--- config.mk ---
export PLATFORM = sky130hd
export DESIGN_NAME = pwrup_seq
export DESIGN_NICKNAME = d
export VERILOG_FILES = /design/src/rtl/pwrup_pkg.sv /design/src/rtl/pwrup_sat_ctr.sv /design/src/rtl/pwrup_fsm.sv /design/src/rtl/pwrup_seq.sv
export SDC_FILE = /design/constraint.sdc
export NUM_CORES = 1
export LEC_CHECK = 0
export BUFFER_PORTS_ARGS = -buffer_cell sky130_fd_sc_hd__clkbuf_2
export CAP_MARGIN = 5
export CORE_ASPECT_RATIO = 0.5
export CORE_UTILIZATION = 65
export CTS_CLUSTER_DIAMETER = 40
export CTS_CLUSTER_SIZE = 8
export DETAILED_ROUTE_END_ITERATION = 16
export PLACE_DENSITY = 0.8
export SLEW_MARGIN = 0
export SYNTH_ARGS = -nofsm -noshare
export SYNTH_HDL_FRONTEND = slang
export SYNTH_SLANG_ARGS = --single-unit
--- constraint.sdc ---
create_clock -name clk -period 3.45 [get_ports clk]
set_input_delay 0.69 -clock clk [delete_from_list [all_inputs] [get_ports clk]]
set_output_delay 0.69 -clock clk [all_outputs]
set_load 0.05 [all_outputs]
--- src/rtl/pwrup_pkg.sv ---
package pwrup_pkg;

  typedef enum logic [1:0] {
    PS_HOLD = 2'd0,
    PS_LOCK = 2'd1,
    PS_RUN  = 2'd2
  } pwrup_state_e;

  localparam int unsigned NUM_WAITS = 3;
  localparam int unsigned W_LEAD    = 0;
  localparam int unsigned W_PLL     = 1;
  localparam int unsigned W_REF     = 2;

  // Round a duration up to whole clock periods, never below one cycle.
  function automatic int unsigned ns_to_cycles(input int unsigned t_ns,
                                               input int unsigned per_ns);
    int unsigned c;
    c = (t_ns + per_ns - 1) / per_ns;
    return (c == 0) ? 1 : c;
  endfunction

  // Counter width that can hold the value lim.
  function automatic int unsigned ctr_width(input int unsigned lim);
    return (lim < 2) ? 1 : $clog2(lim + 1);
  endfunction

endpackage

--- src/rtl/pwrup_sat_ctr.sv ---
module pwrup_sat_ctr #(
  parameter int unsigned LIMIT = 1
) (
  input  logic clk,
  input  logic rst_n,
  input  logic clr,
  output logic expired
);
  localparam int unsigned W = pwrup_pkg::ctr_width(LIMIT);
  localparam logic [W-1:0] TOP = W'(LIMIT);

  logic [W-1:0] cnt;

  always_ff @(posedge clk or negedge rst_n) begin
    if (!rst_n)          cnt <= '0;
    else if (clr)        cnt <= '0;
    else if (cnt != TOP) cnt <= cnt + 1'b1;
  end

  assign expired = (cnt == TOP);
endmodule

--- src/rtl/pwrup_fsm.sv ---
module pwrup_fsm
  import pwrup_pkg::*;
(
  input  logic         clk,
  input  logic         rst_n,
  input  logic         supply_ok,
  input  logic         refclk_ok,
  input  logic         waits_met,
  input  logic         lock_met,
  output pwrup_state_e state,
  output pwrup_state_e state_nxt,
  output logic         launch_evt,
  output logic         release_evt,
  output logic         restart_evt
);
  always_comb begin
    state_nxt = state;
    unique case (state)
      PS_HOLD: if (supply_ok && refclk_ok && waits_met) state_nxt = PS_LOCK;
      PS_LOCK: begin
        if (!supply_ok)    state_nxt = PS_HOLD;
        else if (lock_met) state_nxt = PS_RUN;
      end
      PS_RUN:  if (!supply_ok) state_nxt = PS_HOLD;
      default: state_nxt = PS_HOLD;
    endcase
  end

  assign launch_evt  = (state == PS_HOLD) && (state_nxt == PS_LOCK);
  assign release_evt = (state == PS_LOCK) && (state_nxt == PS_RUN);
  assign restart_evt = (state != PS_HOLD) && !supply_ok;

  always_ff @(posedge clk or negedge rst_n) begin
    if (!rst_n) state <= PS_HOLD;
    else        state <= state_nxt;
  end
endmodule

--- src/rtl/pwrup_seq.sv ---
module pwrup_seq
  import pwrup_pkg::*;
#(
  parameter int unsigned CLK_PERIOD_NS = 8,
  parameter int unsigned T_LEAD_NS     = 10,
  parameter int unsigned T_PLL_NS      = 5000,
  parameter int unsigned T_REF_NS      = 3000000,
  parameter int unsigned T_LOCK_NS     = 1500000
) (
  input  logic clk,
  input  logic rst_n,
  input  logic rails_ok,
  input  logic pll_rail_ok,
  input  logic refclk_ok,
  output logic pwr_good,
  output logic cpu_rst_n,
  output logic seq_done
);
  localparam int unsigned N_LEAD = ns_to_cycles(T_LEAD_NS, CLK_PERIOD_NS);
  localparam int unsigned N_PLL  = ns_to_cycles(T_PLL_NS,  CLK_PERIOD_NS);
  localparam int unsigned N_REF  = ns_to_cycles(T_REF_NS,  CLK_PERIOD_NS);
  localparam int unsigned N_LOCK = ns_to_cycles(T_LOCK_NS, CLK_PERIOD_NS);
  localparam int unsigned WAIT_LIM [NUM_WAITS] = '{N_LEAD, N_PLL, N_REF};

  pwrup_state_e state, state_nxt;
  logic supply_ok, in_hold;
  logic waits_met, lock_met;
  logic launch_evt, release_evt, restart_evt;
  logic [NUM_WAITS-1:0] wait_clr, wait_exp;

  assign supply_ok = rails_ok && pll_rail_ok;
  assign in_hold   = (state == PS_HOLD);

  // Each wait restarts whenever its own condition is lost or the phase is left.
  assign wait_clr[W_LEAD] = !in_hold;
  assign wait_clr[W_PLL]  = !in_hold || !supply_ok;
  assign wait_clr[W_REF]  = !in_hold || !refclk_ok;

  for (genvar g = 0; g < NUM_WAITS; g++) begin : g_wait
    pwrup_sat_ctr #(.LIMIT(WAIT_LIM[g])) u_ctr (
      .clk     (clk),
      .rst_n   (rst_n),
      .clr     (wait_clr[g]),
      .expired (wait_exp[g])
    );
  end

  assign waits_met = &wait_exp;

  pwrup_sat_ctr #(.LIMIT(N_LOCK - 1)) u_lock_ctr (
    .clk     (clk),
    .rst_n   (rst_n),
    .clr     (state != PS_LOCK),
    .expired (lock_met)
  );

  pwrup_fsm u_fsm (
    .clk         (clk),
    .rst_n       (rst_n),
    .supply_ok   (supply_ok),
    .refclk_ok   (refclk_ok),
    .waits_met   (waits_met),
    .lock_met    (lock_met),
    .state       (state),
    .state_nxt   (state_nxt),
    .launch_evt  (launch_evt),
    .release_evt (release_evt),
    .restart_evt (restart_evt)
  );

  // Dedicated output flops, so the processor pins never see decode glitches.
  always_ff @(posedge clk or negedge rst_n) begin
    if (!rst_n) begin
      pwr_good  <= 1'b0;
      cpu_rst_n <= 1'b0;
      seq_done  <= 1'b0;
    end else begin
      pwr_good  <= (state_nxt != PS_HOLD);
      cpu_rst_n <= (state_nxt == PS_RUN);
      seq_done  <= (state_nxt == PS_RUN);
    end
  end
endmodule

=== Word level (Yosys, flattened, before mapping) ===
Index checks and enable logic that the tools add are counted.

* $add $sub $neg: 4
* Multipliers: 0
* Div/mod/pow operators: 0
* $lt $le $gt $ge: 0
* Equality and inequality tests: 13
* Shift-type cells: 0
* Mux-type cells: 13
* Bitwise operators: 0
* Reductions and logical operators: 14

{| class="wikitable"
|+ Operators by type and width
! kind !! number
|-
| $mux 19 || 2
|-
| $mux 18 || 2
|-
| $mux 10 || 2
|-
| $add 19x1->19 const B || 1
|-
| $eq 19x19->1 const B || 1
|-
| $ne 19x19->1 const B || 1
|-
| $add 18x1->18 const B || 1
|-
| $eq 18x18->1 const B || 1
|-
| $ne 18x18->1 const B || 1
|-
| $mux 2 || 6
|-
| $add 10x1->10 const B || 1
|-
| $eq 10x10->1 const B || 1
|-
| $ne 10x10->1 const B || 1
|-
| $reduce_bool 2->1 || 4
|-
| $eq 2x2->1 const B || 3
|-
| $pmux 2 s3 || 1
|-
| $ne 2x1->1 const B || 2
|-
| $logic_and 1x1->1 || 3
|-
| $logic_not 1->1 || 3
|-
| $reduce_and 3->1 || 1
|-
| $add 2x1->2 const B || 1
|-
| $eq 2x1->1 const B || 1
|-
| $logic_not 2->1 || 1
|-
| $logic_or 1x1->1 || 2
|-
| $ne 2x2->1 const B || 1
|}

* Flip-flop bits (word level): 53
* Latch bits: 0
* Bits in writable memories: 0
* Bits in read-only memories: 0
* Output and inout port bits: 3
* Word-level logic and storage cells: 51
* Memories kept: 0

=== Longest topological paths before layout ===
* Depth after elaboration: 6
* Gate-level depth with buffers: 6
* Depth with buffers taken out: 5

=== By module ===
Synthesis repeated with hierarchy kept, for this count alone.

* Cell total of the unflattened synthesis: 296
* Area total of the unflattened synthesis: 2874.0 um^2

{| class="wikitable"
|+ Modules (own cells, without submodules)
! module !! times used !! cells an instance !! area each (um^2) !! seq. area each (um^2)
|-
| pwrup_sat_ctr at g_wait[2].u_ctr || 1 || 111 || 1056.0 || 475.5
|-
| pwrup_sat_ctr at u_lock_ctr || 1 || 98 || 934.6 || 450.4
|-
| pwrup_sat_ctr at g_wait[1].u_ctr || 1 || 53 || 539.3 || 250.2
|-
| pwrup_fsm || 1 || 14 || 131.4 || 50.0
|-
| pwrup_seq || 1 || 11 || 115.1 || 50.0
|-
| pwrup_sat_ctr at g_wait[0].u_ctr || 1 || 9 || 97.6 || 50.0
|}

=== Least setup slack after synthesis ===
Ideal clock, no wire load.

* Path kind: reg2reg
* From: register g_wait[2].u_ctr.cnt[2]
* To: register g_wait[2].u_ctr.cnt[2]
* Data arrival time: 1883 ps
* Slack: 1449 ps
* Cell stages (with the launch flop): 6
* Cells stage by stage: dfrtp_1 > or2_0 > or4_1 > or4_1 > buf_2 > a21o_1

* Longest elaborated chain between the ends: 3
* Elaborated cells between the ends (all ways): 5
* Classes of those cells: add/sub: 1; eq/ne: 1; mux: 2; reduce/logical: 1

{| class="wikitable"
|+ RTL lines
! element !! RTL line !! text
|-
| from (decl) || pwrup_sat_ctr.sv:12 || <nowiki>logic [W-1:0] cnt;</nowiki>
|-
| from (signal assigned) || pwrup_sat_ctr.sv:17 || <nowiki>else if (cnt != TOP) cnt <= cnt + 1'b1;</nowiki>
|-
| $add 19x1->19 || pwrup_sat_ctr.sv:17 ||
|-
| $mux 19 || pwrup_sat_ctr.sv:17 ||
|-
| $mux 19 || pwrup_sat_ctr.sv:16 || <nowiki>else if (clr) cnt <= '0;</nowiki>
|}

Parallel ways exist; a longest one is shown, timed or not. The select of a mux whose other input is x is not followed.
A chain may end at the register's enable or synchronous reset.

=== Final worst setup path ===
Ends and elaborated chain as after synthesis.

==> results.md <==
- Outcome: completed
- Max_cap viols: 0
- Share of layout cells above drive strength 1: 6.85%
- RSZ-0062 raised after global routing: false
- Cells after Synth: 287
- Hold-fix buffers at CTS: 0
- CP most frequent cell: or4_1
- CTS tree: yes
- Slew margin rel.: 36.1%
- CTS resizes: 0
- Initial antenna violation count: 0
- Final Hold Vio Count: 0
- Crit path from: g_wait[2].u_ctr.cnt[2]$_DFFE_PN0P_
- Total clock sinks: 53
- Row cnt: 16
- GP Congestion: ~0.85
- DRT Pass-1 Iters: 4
- Syn Nets: between 200 and 300
- Post-synth EDFFs: 0
- Multi-input combinational cell area: ~1300 sq um
- Number of remaining DRC errors: 0
- Hold crit path type: primary input to async pin
- Tot GR Track Use: 23.5%
- Static Leakage: 1.15 nW
- Net count, final: 303
- Die height: 47.7 microns
- Wire length per cell: 14.0 microns
- CP max-delay cell: or4_1
- Mapped cell area: 2720 sq um
- PD cells: 376 nW/um^2
- Setup tns final: 0 ps
- Synth area leaders: dfrtp_1 49%, xnor2_1 5.2%, nor2_1 4.7%
- Main synth FF type: dfrtp_1
- Total grt overflow: 0
- CTS H-tree depth: 2
- Reg-to-Reg Start: g_wait[2].u_ctr.cnt[2]$_DFFE_PN0P_
- Clock-pin slew on the worst setup and hold paths: 90 ps
- Syn-to-layout area delta: 5.66%
- Die area: 4460 sq um
- Commonest cells post-synth: 53 x dfrtp_1, 34 x nor2_1, 25 x nand2_1, 16 x xnor2_1, 14 x nand3_1
- Critical path fanouts, max: 8
- Critical path class: register to register
- IO buf count: 7
- TritonCTS buffer count: 5
- Count leader, synth: dfrtp_1
- Root buffer cell: clkbuf_8
- Worst hold slack: 529 ps
- Critical Path RT: between 3000 and 4000 ps
- FF/Latch Area: 1330 sq um
- Max IR drop VDD: 0.195 mV
- Starting Density: about two thirds
- Pin count of the biggest net entering global routing: 41
- Slew @ Worst Pin: between 900 and 1000 ps
- Asr flop ratio synth: 100%
- CP arrival: 2350 ps
- Final min period: roughly 2200 ps
- Layout fillers: 308
- Vias: 2078
- CP delay by family, top: simple AND/OR/NAND/NOR gates
- Max Clock Skew: 4.07 ps
- DRT antenna net count: 0
- Setup bufs post-CTS: 0
- Setup crit end kind: register
- Flops & latches, synth: 53
- Antenna diodes: 0
- HPWL Detailed: 3390 microns
- Synth top area share: 48.8%
- CP startpoint kind: register
- Top Ports: 8
- Yosys warns: 0
- Number of global-route vias before repair: 1766
- Die width: 93.5 microns
- Peak per-stage delay on the critical path: between 600 and 700 ps
- Vias per cell: around 6
- Clock tree buffer depth: 2
- Synth cell types: 38
- Synthesized area per cell: 9.48 sq um
- Register area share after synthesis: 48.8%
- First-pass GRT wire length: 7900 microns
- Synth area leader: dfrtp_1
- Final Max Tran Viols: 0
- Setup violations, final: 0
- CP Buf/Inv Count: 0
- Period Utilization, post-route: a little over three fifths
- Core area: 3960 sq um
- First-iteration detailed-routing DRC count: between 100 and 150
- Clk_lat worst skew: 290 ps
- Final wirelength: 4830 microns
- F_max: around 460 MHz
- Cell Chain, Critical Path: or2_0 -> or4_1 -> or4_1 -> a21o_1
[cells in the final DEF, fill, tap and decap left out, types with 7 or more instances in the layout]
cell,instances
dfrtp_1,53
nand2_1,25
xnor2_1,16
or4_1,8
inv_1,12
clkbuf_2,7
o21ai_0,10
nor2_1,34
a21oi_1,12
xor2_1,12
nor3_1,10
nand3_1,14
nand4_1,9
or3_1,10
[metrics by stage]
stage	setup WS (ps)	std cells	total power, mW	instance area, sq um	utilization [%]
finish	1290	346	1.08	2870	72.5
global route	1210	346	1.14	2870	72.5
CTS	1300	346	1.10	2870	72.5
detailed placement	1330	339	0.750	2790	70.3
global placement	1380	339	0.744	2790	70.3
floorplan	1450	287	0.720	2720	-
[final timing paths]
kind / end / slack (ps) / cells after the start
worst max-delay path: g_wait[2].u_ctr.cnt[2]$_DFFE_PN0P_ / 1290 / 4
worst min-delay path: g_wait[2].u_ctr.cnt[4]$_DFFE_PN0P_ / 530 / 1
worst max register to register: g_wait[2].u_ctr.cnt[2]$_DFFE_PN0P_ / 1290 / 4
worst min register to register: g_wait[1].u_ctr.cnt[9]$_DFFE_PN0P_ / 550 / 2
max in group asynchronous: g_wait[1].u_ctr.cnt[8]$_DFFE_PN0P_ / 2160 / 2
min in group clk: g_wait[1].u_ctr.cnt[9]$_DFFE_PN0P_ / 550 / 2
[power by group]
group	total, mW	switching (mW)	internal [mW]
logic	0.0841	0.0502	0.0339
clock network	0.344	0.185	0.160
registers	0.652	0.0137	0.638
total	1.08	0.248	0.832
[area by class of cell]
| cell class | count | share of cell area (%) |
|---|---|---|
| Inverter | 12 | 1.57 |
| Clock buffer | 7 | 3.00 |
| Sequential cell | 53 | 46.1 |
| Tap cell | 54 | 2.35 |
| Timing Repair Buffer | 8 | 1.48 |
| Multi-Input combinational cell | 212 | 45.5 |
[layer usage]
layer  global-route usage [%]  vias up  wire length, microns
met3                     5.71        7                   133
met1                     29.7     1022                  2340
met4                     7.38        0                    34
met2                     41.9       27                  2320
met5                        0        -                     0
li1                         -     1022                     -
[worst register-to-register path: stages, from the launching register on]
cell and delay (ps):
dfrtp_1 470, or2_0 240, or4_1 470, or4_1 670
a21o_1 210
[flip-flops by register name (all words and copies together) (netlist names)]
name              count
g_wait.u_ctr.cnt     31
pwr_good              1
seq_done              1
u_fsm.state           2
u_lock_ctr.cnt       18
[cells by family after synthesis]
logic type               after synthesis  share of synthesized area, %
AO/OA/AOI/OAI                         36                          8.05
AND/OR/NAND/NOR                      139                          27.1
multiplexers                           3                          1.10
buffers and inverters                 22                          3.22
flip-flops                            53                          48.8
XOR/XNOR                              28                          9.02
adder cells (fa/ha/maj)                6                          2.76
Note: power is estimated with default switching activity, not from simulation.
